File: src/rtl/mpr_pkg.sv
package mpr_pkg;
  localparam int unsigned DATA_W = 8;

  typedef struct packed {
    logic [DATA_W-1:0] data;
    logic              mpb;
    logic              stop_ok;
  } mpr_frame_t;
endpackage

File: src/rtl/mpr_sync.sv
module mpr_sync #(
  parameter int unsigned STAGES = 2
) (
  input  logic clk,
  input  logic rst_n,
  input  logic d,
  output logic q
);
  logic [STAGES-1:0] chain;

  always_ff @(posedge clk) begin
    if (!rst_n) chain <= '1;
    else        chain <= {chain[STAGES-2:0], d};
  end

  assign q = chain[STAGES-1];
endmodule

File: src/rtl/mpr_sampler.sv
module mpr_sampler
  import mpr_pkg::*;
#(
  parameter int unsigned OVS = 16
) (
  input  logic       clk,
  input  logic       rst_n,
  input  logic       tick,
  input  logic       rx_s,
  output logic       done,
  output mpr_frame_t frame
);
  localparam int unsigned CW    = $clog2(OVS);
  localparam int unsigned NBITS = DATA_W + 3;
  localparam int unsigned IW    = $clog2(NBITS + 1);
  localparam logic [CW-1:0] MID_LO = CW'(OVS / 2 - 1);
  localparam logic [CW-1:0] MID_HI = CW'(OVS / 2 + 1);
  localparam logic [CW-1:0] LAST   = CW'(OVS - 1);
  localparam logic [IW-1:0] IDX_MP = IW'(DATA_W + 1);

  logic              busy;
  logic [CW-1:0]     cnt;
  logic [IW-1:0]     idx;
  logic [1:0]        ones;
  logic [DATA_W-1:0] shreg;
  logic              mpb_q, stop_q;
  logic              vote;

  assign vote = (ones >= 2'd2);

  always_ff @(posedge clk) begin
    if (!rst_n) begin
      busy  <= 1'b0;
      cnt   <= '0;
      idx   <= '0;
      ones  <= '0;
      shreg <= '0;
      mpb_q <= 1'b0;
      stop_q <= 1'b1;
      done  <= 1'b0;
    end else begin
      done <= 1'b0;
      if (tick) begin
        if (!busy) begin
          if (!rx_s) begin
            busy <= 1'b1;
            cnt  <= CW'(1);
            idx  <= '0;
            ones <= '0;
          end
        end else begin
          cnt <= cnt + 1'b1;
          if (cnt >= MID_LO && cnt <= MID_HI && rx_s) ones <= ones + 1'b1;
          if (cnt == LAST) begin
            ones <= '0;
            idx  <= idx + 1'b1;
            if (idx == '0) begin
              if (vote) busy <= 1'b0;
            end else if (idx <= IW'(DATA_W)) begin
              shreg <= {vote, shreg[DATA_W-1:1]};
            end else if (idx == IDX_MP) begin
              mpb_q <= vote;
            end else begin
              stop_q <= vote;
              busy   <= 1'b0;
              done   <= 1'b1;
            end
          end
        end
      end
    end
  end

  assign frame = '{data: shreg, mpb: mpb_q, stop_ok: stop_q};
endmodule

File: src/rtl/mpr_ctrl.sv
module mpr_ctrl
  import mpr_pkg::*;
(
  input  logic              clk,
  input  logic              rst_n,
  input  logic              done,
  input  mpr_frame_t        frame,
  input  logic              cfg_async,
  input  logic              cfg_mp_mode,
  input  logic              filt_wr,
  input  logic              filt_wdata,
  input  logic              clr_ferr,
  input  logic              clr_ovr,
  input  logic              clr_mpb,
  input  logic              rx_ready,
  output logic [DATA_W-1:0] rx_data,
  output logic              rx_valid,
  output logic              st_ferr,
  output logic              st_ovr,
  output logic              st_mpb,
  output logic              filt_armed
);
  logic active, drop, accept;

  assign active = cfg_async & cfg_mp_mode & filt_armed;
  assign drop   = done & active & ~frame.mpb;
  assign accept = done & ~drop;

  always_ff @(posedge clk) begin
    if (!rst_n) begin
      rx_data    <= '0;
      rx_valid   <= 1'b0;
      st_ferr    <= 1'b0;
      st_ovr     <= 1'b0;
      st_mpb     <= 1'b0;
      filt_armed <= 1'b0;
    end else begin
      if (clr_ferr) st_ferr <= 1'b0;
      if (clr_ovr)  st_ovr  <= 1'b0;
      if (clr_mpb)  st_mpb  <= 1'b0;
      if (rx_valid && rx_ready) rx_valid <= 1'b0;
      if (accept) begin
        st_mpb <= frame.mpb;
        if (active) filt_armed <= 1'b0;
        if (!frame.stop_ok) st_ferr <= 1'b1;
        if (rx_valid && !rx_ready) begin
          st_ovr <= 1'b1;
        end else begin
          rx_data  <= frame.data;
          rx_valid <= 1'b1;
        end
      end
      if (filt_wr) filt_armed <= filt_wdata;
    end
  end
endmodule

File: src/rtl/mp_uart_rx.sv
module mp_uart_rx
  import mpr_pkg::*;
#(
  parameter int unsigned OVS       = 16,
  parameter int unsigned SYNC_STGS = 2
) (
  input  logic              clk,
  input  logic              rst_n,
  input  logic              os_tick,
  input  logic              rx_i,
  input  logic              cfg_async,
  input  logic              cfg_mp_mode,
  input  logic              filt_wr,
  input  logic              filt_wdata,
  input  logic              rx_irq_en,
  input  logic              err_irq_en,
  input  logic              clr_ferr,
  input  logic              clr_ovr,
  input  logic              clr_mpb,
  output logic [DATA_W-1:0] rx_data,
  output logic              rx_valid,
  input  logic              rx_ready,
  output logic              st_ferr,
  output logic              st_ovr,
  output logic              st_mpb,
  output logic              filt_armed,
  output logic              irq_rx,
  output logic              irq_err
);
  logic       rx_s;
  logic       fdone;
  mpr_frame_t frame;

  mpr_sync #(.STAGES(SYNC_STGS)) u_sync (
    .clk(clk), .rst_n(rst_n), .d(rx_i), .q(rx_s)
  );

  mpr_sampler #(.OVS(OVS)) u_samp (
    .clk(clk), .rst_n(rst_n), .tick(os_tick), .rx_s(rx_s),
    .done(fdone), .frame(frame)
  );

  mpr_ctrl u_ctrl (
    .clk(clk), .rst_n(rst_n), .done(fdone), .frame(frame),
    .cfg_async(cfg_async), .cfg_mp_mode(cfg_mp_mode),
    .filt_wr(filt_wr), .filt_wdata(filt_wdata),
    .clr_ferr(clr_ferr), .clr_ovr(clr_ovr), .clr_mpb(clr_mpb),
    .rx_ready(rx_ready), .rx_data(rx_data), .rx_valid(rx_valid),
    .st_ferr(st_ferr), .st_ovr(st_ovr), .st_mpb(st_mpb),
    .filt_armed(filt_armed)
  );

  assign irq_rx  = rx_valid & rx_irq_en;
  assign irq_err = (st_ferr | st_ovr) & err_irq_en;
endmodule

File: config.mk
export PLATFORM = sky130hd
export DESIGN_NAME = mp_uart_rx
export DESIGN_NICKNAME = d
export VERILOG_FILES = /design/src/rtl/mpr_pkg.sv /design/src/rtl/mpr_sync.sv /design/src/rtl/mpr_sampler.sv /design/src/rtl/mpr_ctrl.sv /design/src/rtl/mp_uart_rx.sv
export SDC_FILE = /design/constraint.sdc
export NUM_CORES = 1
export LEC_CHECK = 0
export BUFFER_PORTS_ARGS = -buffer_cell sky130_fd_sc_hd__buf_2
export CORE_ASPECT_RATIO = 2
export CORE_MARGIN = 3
export CORE_UTILIZATION = 55
export DETAILED_ROUTE_END_ITERATION = 7
export PLACE_DENSITY = 0.78
export SETUP_SLACK_MARGIN = 0.5
export SKIP_CTS_REPAIR_TIMING = 1
export SLEW_MARGIN = 10
export SYNTH_ARGS = -nofsm -noshare
export SYNTH_HDL_FRONTEND = slang
export SYNTH_SLANG_ARGS = --single-unit
export TNS_END_PERCENT = 50
File: constraint.sdc
create_clock -name clk -period 1.8 [get_ports clk]
set_input_delay 0.09 -clock clk [delete_from_list [all_inputs] [get_ports clk]]
set_output_delay 0.09 -clock clk [all_outputs]
set_load 0.01 [all_outputs]
==> results of run 1 <==
## power by group through the flow
stage	logic [mW]	clock network, mW	registers [mW]
floorplan	0.0379	0	0.846
global placement	0.0539	0	0.847
detailed placement	0.0571	0	0.848
CTS	0.0574	0.737	0.828
global route	0.0698	0.779	0.825
finish	0.0621	0.725	0.825
## cells by family (layout without fill, tap and decap cells)
group	after synthesis	count (layout)	share of synthesized area, %
AND/OR/NAND/NOR	73	74	23.6
flip-flops	37	37	42.0
AO/OA/AOI/OAI	50	50	18.2
buffers and inverters	19	49	5.54
adder cells (fa/ha/maj)	7	7	4.97
XOR/XNOR	5	5	3.98
multiplexers	3	3	1.70
## final cells by class
class	instances	area (sq um)	area share [%]
multi-input cells	139	1000	47.2
clock inverters	3	46.3	2.18
well taps	30	37.5	1.77
inverters	9	36.3	1.71
repair buffers	32	173	8.15
clock buffers	5	68.8	3.25
flip-flops and latches	37	757	35.7
## worst max-delay path, delay by kind of cell, from the launching register on
kind	cells	cell delay, ps
DFF	1	370
AOI/OAI and AO/OA	2	260
buffers and inverters	1	60
adders and majority gates	1	130
and+or+nand+nor	1	290
xor gates and xnor gates	1	330
## cells in the mapped netlist (2+ instances only)
cell,number,share of area [%]
dfxtp_1,37,42
o21ai_0,21,6.0
nand2_1,18,3.8
nand3_1,18,5.1
inv_1,9,1.9
a21boi_1,7,3.0
ha_1,7,5.0
nor2b_1,6,2.1
nand2b_1,5,1.8
and2_1,4,1.4
nor2_1,4,0.85
a22oi_1,3,1.3
buf_2,3,0.85
buf_4,3,1.3
clkbuf_1,3,0.64
mux2i_1,3,1.7
nand3b_1,3,1.3
nand4_1,3,1.1
o211ai_1,3,1.3
xor2_1,3,1.5
a21boi_0,2,0.85
a21oi_1,2,0.57
and2_4,2,0.99
o21ai_1,2,0.57
o22ai_1,2,0.71
o31ai_1,2,0.85
## metrics by stage
step / setup WS, ps / power (mW) / cells / util, %
after global routing: 210 / 1.67 / 255 / 70.3
after floorplan: 487 / 0.884 / 194 / -
after detailed placement: 304 / 0.905 / 244 / 63.5
final: 288 / 1.61 / 255 / 70.3
after global placement: 372 / 0.901 / 244 / 63.5
after CTS: 257 / 1.62 / 252 / 67.3
## routing by layer
layer | global-route usage (%) | part of all wire (%) | vias to the layer above
met3 | 3.78 | 4.3 | 14
li1 | - | - | 736
met4 | 12.7 | 4.0 | 0
met1 | 19.9 | 34 | 674
met2 | 36.6 | 57 | 43
met5 | 0 | 0 | -
## flip-flops by register name (all words and copies together) (netlist names), 2 cells and up
signal	count
u_ctrl.rx_data	8
u_sync.chain	2
u_samp.cnt	4
u_samp.ones	2
u_samp.idx	4
u_samp.shreg	8
## worst min path at each step
stage / slack, ps / end / start / depth (start not counted)
6_report: 70 / u_ctrl.st_mpb$_SDFFE_PN0P_ / clr_mpb / 3
5_1_grt: 90 / u_ctrl.st_mpb$_SDFFE_PN0P_ / clr_mpb / 3
4_1_cts: -30 / u_sync.chain[0]$_SDFF_PN1_ / rx_i / 2
3_5_place_dp: 280 / u_sync.chain[0]$_SDFF_PN1_ / rx_i / 2
3_3_place_gp: 280 / u_sync.chain[0]$_SDFF_PN1_ / rx_i / 2
2_1_floorplan: 190 / u_sync.chain[0]$_SDFF_PN1_ / rx_i / 1
==> impl_metrics.json, run 1 <==
{
  "outcome": "complete, no violations",
  "floorplan.initialDensity_pct": 58.5,
  "startpoint_type": "flip-flop",
  "post-route-drc-count": 0,
  "floorplan.die.width_um": 46.0,
  "r2r.worst_path.cells": 6,
  "antenna_cells_inserted": 0,
  "critical_path.reg2reg.startpoint": "u_samp.idx[1]$_SDFFE_PN0P_",
  "internal_portion_of_total_power_mw": 1.26,
  "fp.dieH_um": 86.1,
  "synth_edf_count": 0,
  "power.share.switching_pct": 21.7,
  "setup_repair_after_global_routing_missed_its_margin": "true",
  "syn_area_sq_um": 1760,
  "post_synth.cell_area_avg_sq_um": 9.09,
  "critPathMaxFanout": 8,
  "power.density_nw_per_um2": 760,
  "post_synth_inst_count": 194,
  "timing.max_slew.rel_slack_pct": 63.0,
  "cts_max_path_buffers": 2,
  "via_per_inst": 5.75,
  "power.switching_mw": 0.350,
  "max_cap_viol_count": 0,
  "row_count": 28,
  "final_hold_viol_count": 0,
  "yosysWarningCount": 0,
  "grt_first_pass_wirelength_mm": 6.02,
  "power.static_leakage_nw": 0.817,
  "ys_dominant_reg_cell": "dfxtp_1",
  "synth_cell_type_count": 45,
  "syn-num-nets": 215,
  "grt_usage_pct": 20.5,
  "antenna_violating_nets_post_route": 0,
  "cp_data_required_time_ps": 2020,
  "grt_start_max_net_pins": 33,
  "sequentialPowerShare_pct": 51.2,
  "timing_worst_slew_pin_value_ps": 553,
  "setup.worst_path.end": "u_samp.shreg[2]$_SDFFE_PN0P_",
  "max-vdd-ir-drop_uv": 760,
  "post_detailed_placement_cell_area_sq_um": 1910,
  "totalWireLength_mm": 3.74,
  "layout_commonest_cell": "dfxtp_1",
  "timing.final.crit_period_ps": 1510,
  "setup.worst_path.end_class": "flip-flop",
  "place.port_buffers": 28,
  "clk_pin_slew_worst_paths_ps": 80,
  "synth_async_sr_flop_share_pct": 0,
  "clock_power_share_pct": 45.0,
  "final.hold.worst_slack_ps": 69.4,
  "finish.net_count": 245,
  "via_count": 1467,
  "crit_path_top_delay_cell": "dfxtp_4",
  "antenna_found_initial": 0,
  "max_freq_mhz": 661,
  "pwr-share-comb_pct": 3.9,
  "latest_clock_arrival_within_the_worst_skew_pair_ps": 290,
  "areaGrowthSynthToFinish_pct": 20.2,
  "ys_seq_area_share_pct": 42.0,
  "finalClockSkew_ps": 4.66,
  "grt_pass1_vias": 1407,
  "detailedRoute.firstPassIterationCount": 4,
  "worstSetupPathType": "flip-flop to flip-flop",
  "final-setup-viol-count": 0,
  "timing.setup.tns_ps": 0,
  "layout.filler_cells": 248,
  "regToRegEndpoint": "u_samp.shreg[2]$_SDFFE_PN0P_",
  "routabilityCongestion": 0.862,
  "hpwlAfterDp_mm": 2.68,
  "crit_arrival_ps": 1730,
  "globalRoute.totalOverflow": 0,
  "final_min_period_over_clock_period_pct": 84.0,
  "cts_buffers": 5,
  "regToRegSetupSlack_ps": 290,
  "final_max_slew_viol_count": 0,
  "cp_cell_sequence": "inv_4 > ha_4 > nor2b_4 > xor2_4 > o21ai_1 > a21boi_1",
  "worst_hold_path_type": "input port to flip-flop",
  "layout_common_cells": "dfxtp_1 (32), buf_2 (28), nand3_1 (18)",
  "fp.dieArea_sq_um": 3960,
  "floorplan.core_area_sq_um": 3010,
  "clockRootBuffer": "clkbuf_8",
  "drive_above_1_share_pct": 31.1,
  "tritoncts_clock_tree": "built",
  "yosys_register_bits": 37,
  "cts_sinks": 37,
  "route.detailed.wl_per_inst_um": 14.7,
  "ctsHtreeMaxLevel": 2,
  "initialDrtViolationCount": 22,
  "non_filler_cell_area_final_sq_um": 2120,
  "ios": 29,
  "crit_path_from": "u_samp.idx[1]$_SDFFE_PN0P_",
  "critical-path-max-stage-delay_ps": 370
}
Note: power is estimated with default switching activity, not from simulation.
==> run 2: changes to the inputs <==
ABC_AREA = 1   (was not set)
CORE_UTILIZATION = 54   (was 55)
PLACE_DENSITY = 0.77   (was 0.78)
clock period = 1.4 ns   (was 1.8 ns; I/O delays follow)
==> impl_metrics.json, run 2 <==
{
  "floorplan.initialDensity_pct": 56.7,
  "latest_clock_arrival_within_the_worst_skew_pair_ps": 290,
  "hold_depth": 3,
  "grt_start_max_net_pins": 25,
  "clk_pin_slew_worst_paths_ps": 70,
  "antenna_violating_nets_post_route": 0,
  "post_synth_inst_count": 225,
  "timing.max_slew.rel_slack_pct": 75.5,
  "yosysWarningCount": 0,
  "areaGrowthSynthToFinish_pct": 33.4,
  "final_max_slew_viol_count": 0,
  "max_freq_mhz": 770,
  "fp.dieArea_sq_um": 3830,
  "floorplan.core_area_sq_um": 2940,
  "worstSetupPathType": "flip-flop to flip-flop",
  "synth_area_leader_cell": "dfxtp_1",
  "critPathMaxFanout": 7,
  "ios": 29,
  "drive_above_1_share_pct": 36.5,
  "tritoncts_clock_tree": "built",
  "yosys-top-cells-area": "dfxtp_1 (44%), nor2_1 (12%), o21ai_0 (8.4%), nand2_1 (7.0%), ha_1 (5.2%)",
  "synth_largest_type_area_fraction_pct": 44.4,
  "max-vdd-ir-drop_uv": 956,
  "route.detailed.wl_per_inst_um": 12.1,
  "ys_seq_area_share_pct": 44.4,
  "fp.dieH_um": 84.6,
  "via_per_inst": 5.24,
  "detailedRoute.firstPassIterationCount": 4,
  "totalWireLength_mm": 3.64,
  "r2r.worst_path.cells": 6,
  "outcome": "complete, no violations",
  "regToRegSetupSlack_ps": 100,
  "power.static_leakage_nw": 1.01,
  "cts_max_path_buffers": 2,
  "timing_worst_slew_pin_value_ps": 367,
  "layout_top_registers": "u_ctrl.rx_data: 8 flops, u_samp.shreg: 8 flops",
  "post_synth.cell_area_avg_sq_um": 7.42,
  "yosys_register_bits": 37,
  "final_hold_viol_count": 0,
  "synth_commonest_cells": "nor2_1 (53), dfxtp_1 (37), nand2_1 (31)",
  "regToRegEndpoint": "u_samp.shreg[7]$_SDFFE_PN0P_",
  "startpoint_type": "flip-flop",
  "grt_pass1_vias": 1426,
  "timing.setup.tns_ps": 0,
  "finish.utilization_pct": 75.7,
  "synth_async_sr_flop_share_pct": 0,
  "synth_cell_type_count": 25,
  "ys_dominant_reg_cell": "dfxtp_1",
  "grt_first_pass_wirelength_mm": 5.66,
  "max_cap_viol_count": 0,
  "ctsHtreeMaxLevel": 2,
  "initialDrtViolationCount": 19,
  "hpwlAfterDp_mm": 2.51,
  "finish.net_count": 291,
  "layout_commonest_cell": "nor2_1",
  "setup_repair_after_global_routing_missed_its_margin": "true",
  "routabilityCongestion": 0.796,
  "cts_sinks": 37,
  "min-delay-start": "rst_n",
  "worst_hold_path_type": "input port to flip-flop",
  "layout_common_cells": "nor2_1 (45), dfxtp_1 (29), buf_2 (28)",
  "hold_path_end": "u_samp.cnt[2]$_SDFFE_PN0P_",
  "floorplan.die.width_um": 45.3,
  "syn-num-nets": 246,
  "worst_slack_ps": 101,
  "power.density_nw_per_um2": 984,
  "syn_area_sq_um": 1670,
  "synth_edf_count": 0,
  "setup.worst_path.end_class": "flip-flop",
  "crit_arrival_ps": 1490,
  "antenna_cells_inserted": 0,
  "via_count": 1578,
  "critical_path.reg2reg.startpoint": "u_samp.cnt[0]$_SDFFE_PN0P_",
  "post-route-drc-count": 0,
  "finalClockSkew_ps": 2.70,
  "grt_usage_pct": 19.8,
  "final-setup-viol-count": 0,
  "cts_buffers": 5,
  "final_min_period_over_clock_period_pct": 92.8,
  "antenna_found_initial": 0,
  "cp_data_required_time_ps": 1590,
  "most_common_cell_in_the_netlist": "nor2_1",
  "place_ws_ps": 92.4,
  "globalRoute.totalOverflow": 0,
  "timing.final.crit_period_ps": 1300,
  "clockRootBuffer": "clkbuf_8",
  "row_count": 28,
  "fin_total_pwr_mw": 2.19,
  "place.port_buffers": 28
}
-- run 2: cell count changes in the layout (fill, tap and decap cells not counted), moves of 4 or more --
cell,change
nand2b_1,-5
nand3_1,-8
and2_1,-4
nor2_2,+8
a21boi_1,-7
a21oi_1,+9
buf_4,+9
nand2_1,+8
inv_1,+12
nand2_2,+4
nor2_1,+41
nor2b_1,-6
-- run 2: stage by stage --
| stage | cells | cell area, sq um | hold WS [ps] |
|---|---|---|---|
| after CTS | 291 | 2060 | -46.8 |
| after detailed placement | 283 | 1940 | 262 |
| after global routing | 301 | 2230 | 27.8 |
| after floorplan | 225 | 1740 | 177 |
| after global placement | 283 | 1940 | 257 |
| final | 301 | 2230 | 23.9 |
-- run 2: routing by layer --
metal	vias up	GRT usage (%)	share of wire [%]
li1	816	-	-
met1	714	16.7	34
met2	34	36.2	58
met3	14	5.58	4.1
met4	0	13.3	3.6
met5	-	0	0
-- run 2: cell type report --
cell class,count,area [sq um]
fill,237,716
tap,30,37.5
inverter,25,109
clock inverter,2,35.0
clock buffer,6,93.8
timing repair buffer,42,251
multi-input combinational,159,940
sequential,37,761
-- run 2: power by group --
group / total (mW) / leakage (nW) / switching (mW) / internal, mW
Clock: 1.02 / 0.0663 / 0.383 / 0.635
Combinational: 0.112 / 0.644 / 0.0623 / 0.0497
Sequential: 1.06 / 0.304 / 0.00780 / 1.05
-- run 2: worst max path at each step --
stage                                    start                           end  slack, ps
finish              u_samp.cnt[0]$_SDFFE_PN0P_  u_samp.shreg[7]$_SDFFE_PN0P_        100
CTS                 u_samp.cnt[1]$_SDFFE_PN0P_  u_samp.shreg[7]$_SDFFE_PN0P_         80
floorplan           u_samp.cnt[1]$_SDFFE_PN0P_  u_samp.shreg[0]$_SDFFE_PN0P_        200
global placement    u_samp.cnt[1]$_SDFFE_PN0P_  u_samp.shreg[4]$_SDFFE_PN0P_        150
detailed placement  u_samp.cnt[1]$_SDFFE_PN0P_  u_samp.shreg[7]$_SDFFE_PN0P_         90
global route        u_samp.cnt[0]$_SDFFE_PN0P_  u_samp.shreg[6]$_SDFFE_PN0P_         40
-- run 2: worst max-delay path, cell delays in order, from the launching register on --
cell	delay, ps
dfxtp_2	380
ha_4	170
nand3_4	120
nor2_8	170
nand3_4	140
o21ai_1	170
nor2_1	50
-- run 2: cell families (layout without fill, tap and decap cells) --
| kind of cell | count (synthesis) | count (layout) | share of synthesized area, % |
|---|---|---|---|
| xor+xnor | 1 | 1 | 0.525 |
| buf+inv | 30 | 75 | 7.27 |
| compound gates | 43 | 43 | 13.6 |
| simple gates | 107 | 108 | 29.0 |
| flops | 37 | 37 | 44.4 |
| fa+ha+maj | 7 | 7 | 5.25 |
